[src/rtl/sdlc_rx_pkg.sv]
package sdlc_rx_pkg;

  // control -> datapath strobes
  typedef struct packed {
    logic frameRst;   // restart byte assembly and CRC
    logic loadByte;   // capture the assembled byte
  } rxCmd_t;

  // datapath -> control status, valid in the sample cycle
  typedef struct packed {
    logic flagHit;    // raw stream completes the flag this sample
    logic abortHit;   // this sample is the seventh consecutive one
    logic byteDone;   // a byte completes in the assembler this sample
    logic lenOk;      // at least one byte completed earlier in this frame
    logic crcOk;      // residue after this bit equals the good value
  } rxStat_t;

endpackage

[src/rtl/sdlc_rx_dp.sv]
module sdlc_rx_dp
  import sdlc_rx_pkg::*;
#(
  parameter int unsigned W = 8,
  parameter int unsigned CW = 16,
  parameter logic [CW-1:0] POLY = 16'h1021,
  parameter logic [CW-1:0] INIT = 16'hFFFF,
  parameter logic [CW-1:0] GOOD = 16'h1D0F,
  parameter int unsigned STUFF = 5,
  parameter int unsigned ABORT = 7
) (
  input  logic         clk,
  input  logic         rstN,
  input  logic         bitEn,
  input  logic         rxBit,
  input  rxCmd_t       cmd,
  output rxStat_t      stat,
  output logic         flagNowReg,
  output logic [W-1:0] byteData
);

  localparam logic [W-1:0] FLAG = {1'b0, {(W-2){1'b1}}, 1'b0};
  localparam int unsigned OCW = $clog2(ABORT + 1);
  localparam int unsigned BCW = $clog2(W);
  localparam int unsigned FCW = $clog2(W + 1);

  logic [W-1:0]   rawSh, rawNext;
  logic [W-1:0]   dly, asmReg, asmNext;
  logic [OCW-1:0] ones;
  logic [BCW-1:0] bitCnt;
  logic [FCW-1:0] fill;
  logic [1:0]     byteCnt;
  logic [CW-1:0]  crc, crcNext;
  logic           dropZero, keep, outBit, primed, useBit;

  assign rawNext  = {rxBit, rawSh[W-1:1]};
  assign dropZero = !rxBit && (ones == OCW'(STUFF));
  assign keep     = bitEn && !dropZero;
  assign outBit   = dly[0];
  assign primed   = (fill == FCW'(W));
  assign useBit   = keep && primed;
  assign asmNext  = {outBit, asmReg[W-1:1]};
  assign crcNext  = {crc[CW-2:0], 1'b0} ^ ((crc[CW-1] ^ outBit) ? POLY : '0);

  assign flagNowReg    = (rawSh == FLAG);
  assign stat.flagHit  = bitEn && (rawNext == FLAG);
  assign stat.abortHit = bitEn && rxBit && (ones >= OCW'(ABORT - 1));
  assign stat.byteDone = useBit && (bitCnt == BCW'(W - 1));
  assign stat.lenOk    = (byteCnt != 2'd0);
  assign stat.crcOk    = (crcNext == GOOD);

  // raw stream: flag comparator input and run-of-ones counter
  always_ff @(posedge clk or negedge rstN) begin
    if (!rstN) begin
      rawSh <= '0;
      ones  <= '0;
    end else if (bitEn) begin
      rawSh <= rawNext;
      if (!rxBit)
        ones <= '0;
      else if (ones != OCW'(ABORT))
        ones <= ones + 1'b1;
    end
  end

  // destuffed bits pass a W-deep delay so a flag is known before its bytes
  always_ff @(posedge clk or negedge rstN) begin
    if (!rstN) dly <= '0;
    else if (keep) dly <= {rxBit, dly[W-1:1]};
  end

  // byte assembly and CRC on the delayed destuffed stream
  always_ff @(posedge clk or negedge rstN) begin
    if (!rstN) begin
      asmReg  <= '0;
      bitCnt  <= '0;
      fill    <= '0;
      byteCnt <= '0;
      crc     <= INIT;
    end else if (cmd.frameRst) begin
      bitCnt  <= '0;
      fill    <= '0;
      byteCnt <= '0;
      crc     <= INIT;
    end else if (useBit) begin
      asmReg <= asmNext;
      crc    <= crcNext;
      bitCnt <= (bitCnt == BCW'(W - 1)) ? '0 : bitCnt + 1'b1;
      if (bitCnt == BCW'(W - 1) && byteCnt != 2'd2)
        byteCnt <= byteCnt + 1'b1;
    end else if (keep && !primed) begin
      fill <= fill + 1'b1;
    end
  end

  always_ff @(posedge clk or negedge rstN) begin
    if (!rstN) byteData <= '0;
    else if (cmd.loadByte) byteData <= asmNext;
  end

endmodule

[src/rtl/sdlc_rx_ctl.sv]
module sdlc_rx_ctl
  import sdlc_rx_pkg::*;
(
  input  logic    clk,
  input  logic    rstN,
  input  logic    bitEn,
  input  logic    flagIdle,
  input  rxStat_t stat,
  input  logic    flagNowReg,
  output rxCmd_t  cmd,
  output logic    inSync,
  output logic    syncPulse,
  output logic    huntChange,
  output logic    byteValid,
  output logic    frameEnd,
  output logic    crcErr,
  output logic    abortSeen
);

  typedef enum logic {HUNT, SYNC} rxMode_e;
  rxMode_e mode;
  logic    emitEnd, emitMid;

  assign inSync = (mode == SYNC);

  always_comb begin
    emitEnd = inSync && stat.flagHit && stat.byteDone && stat.lenOk;
    emitMid = inSync && !stat.flagHit && !stat.abortHit && stat.byteDone;
    cmd.frameRst = bitEn && (!inSync || stat.flagHit || stat.abortHit);
    cmd.loadByte = emitEnd || emitMid;
  end

  always_ff @(posedge clk or negedge rstN) begin
    if (!rstN) begin
      mode       <= HUNT;
      syncPulse  <= 1'b0;
      huntChange <= 1'b0;
      byteValid  <= 1'b0;
      frameEnd   <= 1'b0;
      crcErr     <= 1'b0;
      abortSeen  <= 1'b0;
    end else begin
      huntChange <= 1'b0;
      abortSeen  <= 1'b0;
      byteValid  <= cmd.loadByte;
      frameEnd   <= emitEnd;
      if (bitEn) syncPulse <= flagNowReg;
      if (emitEnd) crcErr <= !stat.crcOk;
      if (bitEn) begin
        case (mode)
          HUNT: if (stat.flagHit) begin
            mode       <= SYNC;
            huntChange <= 1'b1;
          end
          SYNC: if (stat.abortHit) begin
            mode       <= HUNT;
            abortSeen  <= 1'b1;
            huntChange <= !flagIdle;
          end
          default: mode <= HUNT;
        endcase
      end
    end
  end

endmodule

[src/rtl/sdlc_rx_hunt.sv]
module sdlc_rx_hunt
  import sdlc_rx_pkg::*;
#(
  parameter int unsigned BYTE_W = 8,
  parameter int unsigned CRC_W = 16,
  parameter logic [CRC_W-1:0] CRC_POLY = 16'h1021,
  parameter logic [CRC_W-1:0] CRC_INIT = 16'hFFFF,
  parameter logic [CRC_W-1:0] CRC_GOOD = 16'h1D0F,
  parameter int unsigned STUFF_ONES = 5,
  parameter int unsigned ABORT_ONES = 7
) (
  input  logic              clk,
  input  logic              rstN,
  input  logic              bitEn,
  input  logic              rxBit,
  input  logic              flagIdle,
  output logic              inSync,
  output logic              syncPulse,
  output logic              huntChange,
  output logic              byteValid,
  output logic [BYTE_W-1:0] byteData,
  output logic              frameEnd,
  output logic              crcErr,
  output logic              abortSeen
);

  rxCmd_t  cmd;
  rxStat_t stat;
  logic    flagNowReg;

  sdlc_rx_dp #(
    .W(BYTE_W), .CW(CRC_W), .POLY(CRC_POLY), .INIT(CRC_INIT),
    .GOOD(CRC_GOOD), .STUFF(STUFF_ONES), .ABORT(ABORT_ONES)
  ) u_dp (
    .clk(clk), .rstN(rstN), .bitEn(bitEn), .rxBit(rxBit), .cmd(cmd),
    .stat(stat), .flagNowReg(flagNowReg), .byteData(byteData)
  );

  sdlc_rx_ctl u_ctl (
    .clk(clk), .rstN(rstN), .bitEn(bitEn), .flagIdle(flagIdle),
    .stat(stat), .flagNowReg(flagNowReg), .cmd(cmd), .inSync(inSync),
    .syncPulse(syncPulse), .huntChange(huntChange), .byteValid(byteValid),
    .frameEnd(frameEnd), .crcErr(crcErr), .abortSeen(abortSeen)
  );

endmodule

[config.mk]
export PLATFORM = sky130hd
export DESIGN_NAME = sdlc_rx_hunt
export DESIGN_NICKNAME = d
export VERILOG_FILES = /design/src/rtl/sdlc_rx_pkg.sv /design/src/rtl/sdlc_rx_dp.sv /design/src/rtl/sdlc_rx_ctl.sv /design/src/rtl/sdlc_rx_hunt.sv
export SDC_FILE = /design/constraint.sdc
export NUM_CORES = 1
export LEC_CHECK = 0
export BUFFER_PORTS_ARGS = -buffer_cell sky130_fd_sc_hd__buf_2
export CORE_ASPECT_RATIO = 0.9
export CORE_MARGIN = 2
export CORE_UTILIZATION = 45
export CTS_CLUSTER_DIAMETER = 80
export CTS_CLUSTER_SIZE = 14
export DETAILED_ROUTE_END_ITERATION = 10
export GPL_ROUTABILITY_DRIVEN = 0
export HOLD_SLACK_MARGIN = 0.03
export PLACE_DENSITY = 0.72
export SETUP_SLACK_MARGIN = 0.5
export SYNTH_ARGS = -nofsm -noshare
export SYNTH_HDL_FRONTEND = slang
export SYNTH_SLANG_ARGS = --single-unit
[constraint.sdc]
create_clock -name clk -period 2.9 [get_ports clk]
set_input_delay 0.29 -clock clk [delete_from_list [all_inputs] [get_ports clk]]
set_output_delay 0.29 -clock clk [all_outputs]
set_load 0.02 [all_outputs]
# ---- After elaboration in Yosys (flattened, before gate mapping)
# Cells that the tools add are included.
# W data, S select, Z words.
dict set report totals {
  ff_bits 67
  in_bits 5
  output_inout_bits 15
  elab_cells 93
}
dict set report op_classes {
  n_addsub 4
  order_cmp 1
  n_eq_ne 10
  n_mux 23
  n_bitwise 4
  reduce_logical 35
}
# cell n
set ops {}
lappend ops {{$mux W16} 2}
lappend ops {{$eq A16 B13 Y1 const B} 1}
lappend ops {{$eq A8 B7 Y1 const B} 2}
lappend ops {{$logic_and A1 B1 Y1} 16}
lappend ops {{$xor A16 B16 Y16} 1}
lappend ops {{$mux W3} 5}
lappend ops {{$mux W13} 1}
lappend ops {{$mux W4} 3}
lappend ops {{$logic_not A1 Y1} 8}
lappend ops {{$reduce_and A2 Y1} 4}
lappend ops {{$reduce_bool A2 Y1} 4}
lappend ops {{$mux W1} 7}
lappend ops {{$add A3 B1 Y3 const B} 2}
lappend ops {{$eq A3 B3 Y1 const B} 2}
lappend ops {{$mux W2} 3}
lappend ops {{$add A4 B1 Y4 const B} 1}
lappend ops {{$eq A4 B4 Y1 const B} 1}
lappend ops {{$ne A2 B2 Y1 const B} 2}
lappend ops {{$pmux W1 S2} 2}
lappend ops {{$ge A3 B3 Y1 const B} 1}
lappend ops {{$logic_or A1 B1 Y1} 3}
lappend ops {{$ne A3 B3 Y1 const B} 1}
lappend ops {{$add A2 B1 Y2 const B} 1}
lappend ops {{$ne A2 B1 Y1 const B} 1}
lappend ops {{2 further kinds} 3}

# ---- Longest topological paths before layout
dict set report depth {
  word_depth 9
  mapped_depth 8
  mapped_depth_nobuf 6
}

# ---- By module
# Synthesis repeated with hierarchy kept, for this count alone.
dict set report unflattened {
  cells_unflattened 269
  area_unflattened_um2 3101.7
}
# module n_inst cells_per_inst area_each_um2 seq_area_each_um2
set by_module_without_submodules {}
lappend by_module_without_submodules {sdlc_rx_dp 1 245 2817.7 1496.4}
lappend by_module_without_submodules {sdlc_rx_ctl 1 24 284.0 175.2}

# ---- Worst setup path before layout
# OpenSTA, ideal clock, no wires.
dict set report synth_timing {
  kind {flip-flop to flip-flop}
  start {register u_dp.ones[0]}
  end {register u_dp.asmReg[3]}
  setup_time_ns 0.125
  t_arrival_ns 1.885
  t_required_ns 2.775
  setup_slack_ns 0.890
  stages_incl_launch_ff 7
  path_buffers 1
  synth_period_minus_slack_ns 2.010
  path_cell_list {dfrtp_1 ha_1 and3b_1 or3_1 buf_2 nor3_4 mux2_4}
}
dict set report synth_between {
  elab_chain_cells 6
  elab_cells_between_ends 11
  cone_classes {order compare: 1; eq/ne: 1; bitwise: 1; reduce/logical: 8}
}
# item line
set synth_rtl {}
lappend synth_rtl {{start, declared} sdlc_rx_dp.sv:29} ;# logic [OCW-1:0] ones;
lappend synth_rtl {{start signal, assigned} sdlc_rx_dp.sv:62} ;# ones <= ones + 1'b1;
lappend synth_rtl {{$ge A3 B3 Y1 or $eq A3 B3 Y1 (tied branches)} {sdlc_rx_dp.sv:47, sdlc_rx_dp.sv:37}}
lappend synth_rtl {{$logic_and A1 B1 Y1, on equally long branches} {sdlc_rx_dp.sv:47, sdlc_rx_dp.sv:37}}
lappend synth_rtl {{$logic_or A1 B1 Y1 or $logic_not A1 Y1 (tied branches)} {sdlc_rx_ctl.sv:29, sdlc_rx_dp.sv:38}}
lappend synth_rtl {{$logic_and A1 B1 Y1, on equally long branches} {sdlc_rx_ctl.sv:29, sdlc_rx_dp.sv:38}}
lappend synth_rtl {{$not A1 Y1 (no line) or $logic_and A1 B1 Y1 (tied branches)} -}
lappend synth_rtl {{$reduce_and A2 Y1 (no line) (*)} -}
lappend synth_rtl {{end signal, assigned} sdlc_rx_dp.sv:86} ;# asmReg <= asmNext;
lappend synth_rtl {{end, declared} sdlc_rx_dp.sv:28} ;# logic [W-1:0] dly, asmReg, asmNext;
# Every way passes the cells marked *; elsewhere a longest branch is shown, timed or not.
# A chain may end at the register's enable or synchronous reset.

# ---- Worst setup path in the final report
dict set report layout_timing {
  start {register u_dp.ones[1]}
  end {register u_dp.asmReg[7]}
}
# Same word-level chain as after synthesis.

==> impl_results.md <==
* Width of the die at 91.3 um
* Number of sinks driven by the clock tree at 66
* Dominant cells by area after synthesis: sky130_fd_sc_hd__dfrtp_1, sky130_fd_sc_hd__dfstp_2, sky130_fd_sc_hd__mux2_2
* All-Layer GR Usage at 0.176
* Maximum resistive drop on vdd at 236 uV
* Number of global-route vias before repair at 2068
* Maximum buffer depth of the clock tree at 2
* Worst r2r src: u_dp.ones[1]$_DFFE_PN0P_
* # H-tree levels at 3
* Effective utilization at floorplan at 0.467
* Required time at the endpoint of the critical path at 3.12 ns
* Syn nets at 274
* Top-count cell post-synth: sky130_fd_sc_hd__dfrtp_1
* Post-synthesis register bit count at 66
* Worst Max-Slew Pin Slew at 0.536 ns
* Run status: completed
* Cell count after synthesis at 259
* TritonCTS clock tree: done
* Vias per inst at 5.71
* Tmin final at 2.23 ns
* Fmax at 449 MHz
* Post-Syn Area at 3090 um^2
* Ys flop type: sky130_fd_sc_hd__dfrtp_1
* Hold slack at 0.116 ns
* Total power per unit cell area at 745 nW/um^2
* Normalized max-slew margin at 0.642
* Synthesized area divided by synthesized cell count at 11.9 um^2
* Number of buffers added on ports at 19
* Share of final-layout standard cells stronger than drive strength 1 at 0.292
* Arrival time worst endpoint at 2.45 ns
* Overall power of the completed layout at 0.00265 W
* Synth cell count leaders: sky130_fd_sc_hd__dfrtp_1, sky130_fd_sc_hd__mux2_2, sky130_fd_sc_hd__dfstp_2
* Number of ports placed on the die boundary at 20
* Maximum capacitance violations at 0
* Pre-antenna DRT Iters at 4
* Max Clock Skew at 0.0113 ns
* First-pass GRT wire length at 10.3 mm
* Count of flip-flops with a built-in enable after synthesis at 0
* Reg-to-reg setup timing slack at 0.67 ns
* Antenna violations before repair at 0
* Unrepaired setup endpoints after global routing: false
* Post-placement cell count at 361
* DRC violation count after routing at 0
* Source-to-sink clock delay at the later pin of the worst-skew pair at 0.34 ns
* Floorplan core area at 6620 um^2
* Kind of start point of the critical path: register
* Area overhead of the layout relative to synthesis at 15.3%
* Setup fix buffers added after clock tree synthesis at 0
* Antenna diode instance count at 0
* Number of core rows at 28
* Sequential cell area fraction in the yosys report at 0.541
* Number of endpoints failing setup at the final stage at 0
* Antenna Nets Post-Route at 0
* Number of hold violations in the final report at 0
* Half-perimeter wire length after placement at 4.05 mm
* Chip Height at 82.6 um
* Pleak at 1.60 nW
* Critical path launch point: u_dp.ones[1]$_DFFE_PN0P_
* Total via count after detailed routing at 2159
* Post-route fraction of the period consumed by the critical path at 0.767
* Synth area leader: sky130_fd_sc_hd__dfrtp_1
* Count of different cell masters after synthesis at 47
* End of the critical path: u_dp.asmReg[7]$_DFFE_PN0P_
* Final cell count without fillers at 378
* Proportion of netlist area held by the largest area contributor at 0.405
* Iteration-0 DRC Markers at 114
* Global route total overflow at 0
* Reg-to-reg endpoint: u_dp.asmReg[7]$_DFFE_PN0P_
* Root Buffer Master: sky130_fd_sc_hd__clkbuf_8
* Critical setup path kind: register to register
* Fin Setup TNS at 0 ns
* Worst r2r path cells at 6
* Total count of max-transition violations in the final report at 0
* Share of flip-flops with an asynchronous set or reset at 1.00
* Die Area at 7540 um^2
* Endpoint class of the critical path: register
* CTS Buf Count at 9
* Reg clk slew, reported paths at 0.08 ns
* Ys Warns at 0
* Maximum net fanout on the critical path at 13
* Filler Cell Count at 551
* Maximum number of pins on one net before global-route repair at 24
* Detailed-route wire length per cell at 15.6 um
* Final nets at 298
* Final Routed Wirelength at 5.91 mm
* Worst hold path class: primary input to register
final cells by class:
class                   instances  area, um^2  area share
clock buffers                  10         128      0.0358
clock inverters                 6         129      0.0362
inverters                      12        45.0      0.0126
multi-input cells             165        1300       0.366
flip-flops and latches         66        1670       0.469
well taps                      90         113      0.0316
repair buffers                 29         173      0.0485
metrics by stage:
stage	cell area, um^2	setup slack (ns)	util
after global routing	3560	0.504	0.538
after detailed placement	3290	0.575	0.498
after floorplan	3090	0.890	-
after CTS	3560	0.560	0.538
final	3560	0.675	0.538
after global placement	3290	0.648	0.498
worst min-delay path by stage:
stage / start / to / cells past startpoint
finish: flagIdle / u_ctl.huntChange$_DFF_PN0_ / 2
global route: flagIdle / u_ctl.huntChange$_DFF_PN0_ / 2
CTS: flagIdle / u_ctl.huntChange$_DFF_PN0_ / 2
detailed placement: rstN / u_ctl.abortSeen$_DFF_PN0_ / 1
global placement: rstN / u_ctl.inSync$_DFFE_PN0P_ / 1
floorplan: rstN / u_ctl.abortSeen$_DFF_PN0_ / 0
state kept, by name (all words and copies together) (netlist names):
| register | cells |
|---|---|
| u_ctl.abortSeen | 1 |
| u_ctl.byteValid | 1 |
| u_ctl.crcErr | 1 |
| u_ctl.frameEnd | 1 |
| u_ctl.huntChange | 1 |
| u_ctl.inSync | 1 |
| u_ctl.syncPulse | 1 |
| u_dp.asmReg | 7 |
| u_dp.bitCnt | 3 |
| u_dp.byteCnt | 2 |
| u_dp.byteData | 8 |
| u_dp.crc | 16 |
| u_dp.dly | 8 |
| u_dp.fill | 4 |
| u_dp.ones | 3 |
| u_dp.rawSh | 8 |
repair_timing:
| action | 4_1_cts | 5_1_grt |
|---|---|---|
| resized for setup | 0 | 1 |
| hold buffers | 1 | 0 |
| endpoints found under the hold margin | 20 | 0 |
| endpoints found under the setup margin | 0 | 19 |
routing by layer:
layer / up-vias / routed length, um / track usage
met5: - / 0 / 0
met4: 0 / 99 / 0.0773
met3: 9 / 341 / 0.0472
met2: 70 / 2610 / 0.267
met1: 1041 / 2860 / 0.241
li1: 1039 / - / -
worst max-delay path, cell delays in order, from the launching register on:
cell,delay [ns]
sky130_fd_sc_hd__dfrtp_1,0.42
sky130_fd_sc_hd__inv_1,0.06
sky130_fd_sc_hd__ha_1,0.21
sky130_fd_sc_hd__and3b_2,0.33
sky130_fd_sc_hd__or3_1,0.46
sky130_fd_sc_hd__nor3_4,0.30
sky130_fd_sc_hd__mux2_4,0.33
cell families after synthesis:
family,synth area share
flip-flops,0.541
AND/OR/NAND/NOR,0.128
AO/OA/AOI/OAI,0.151
adder cells (fa/ha/maj),0.0405
XOR/XNOR,0.0198
buffers and inverters,0.0373
multiplexers,0.0818
power breakdown:
part / total [W] / leakage [nW] / switching (W) / internal (W)
clock: 0.000992 / 0.128 / 0.000338 / 0.000654
combinational: 0.000443 / 0.641 / 0.000240 / 0.000203
sequential: 0.00122 / 0.827 / 0.000129 / 0.00109
cells in the final DEF (no fill, tap or decap), types with 8 or more instances in the layout:
master	instances
sky130_fd_sc_hd__dfrtp_1	50
sky130_fd_sc_hd__buf_2	19
sky130_fd_sc_hd__mux2_2	17
sky130_fd_sc_hd__dfstp_2	16
sky130_fd_sc_hd__o32a_1	15
sky130_fd_sc_hd__nand2_1	13
sky130_fd_sc_hd__nand3_1	12
sky130_fd_sc_hd__inv_1	11
sky130_fd_sc_hd__nand4_1	11
sky130_fd_sc_hd__ha_1	10
sky130_fd_sc_hd__a31oi_1	9
sky130_fd_sc_hd__clkbuf_8	9
sky130_fd_sc_hd__buf_4	9
sky130_fd_sc_hd__o211ai_1	8
sky130_fd_sc_hd__o31a_1	8
sky130_fd_sc_hd__nor2_1	8
Note: power is estimated with default switching activity, not from simulation.
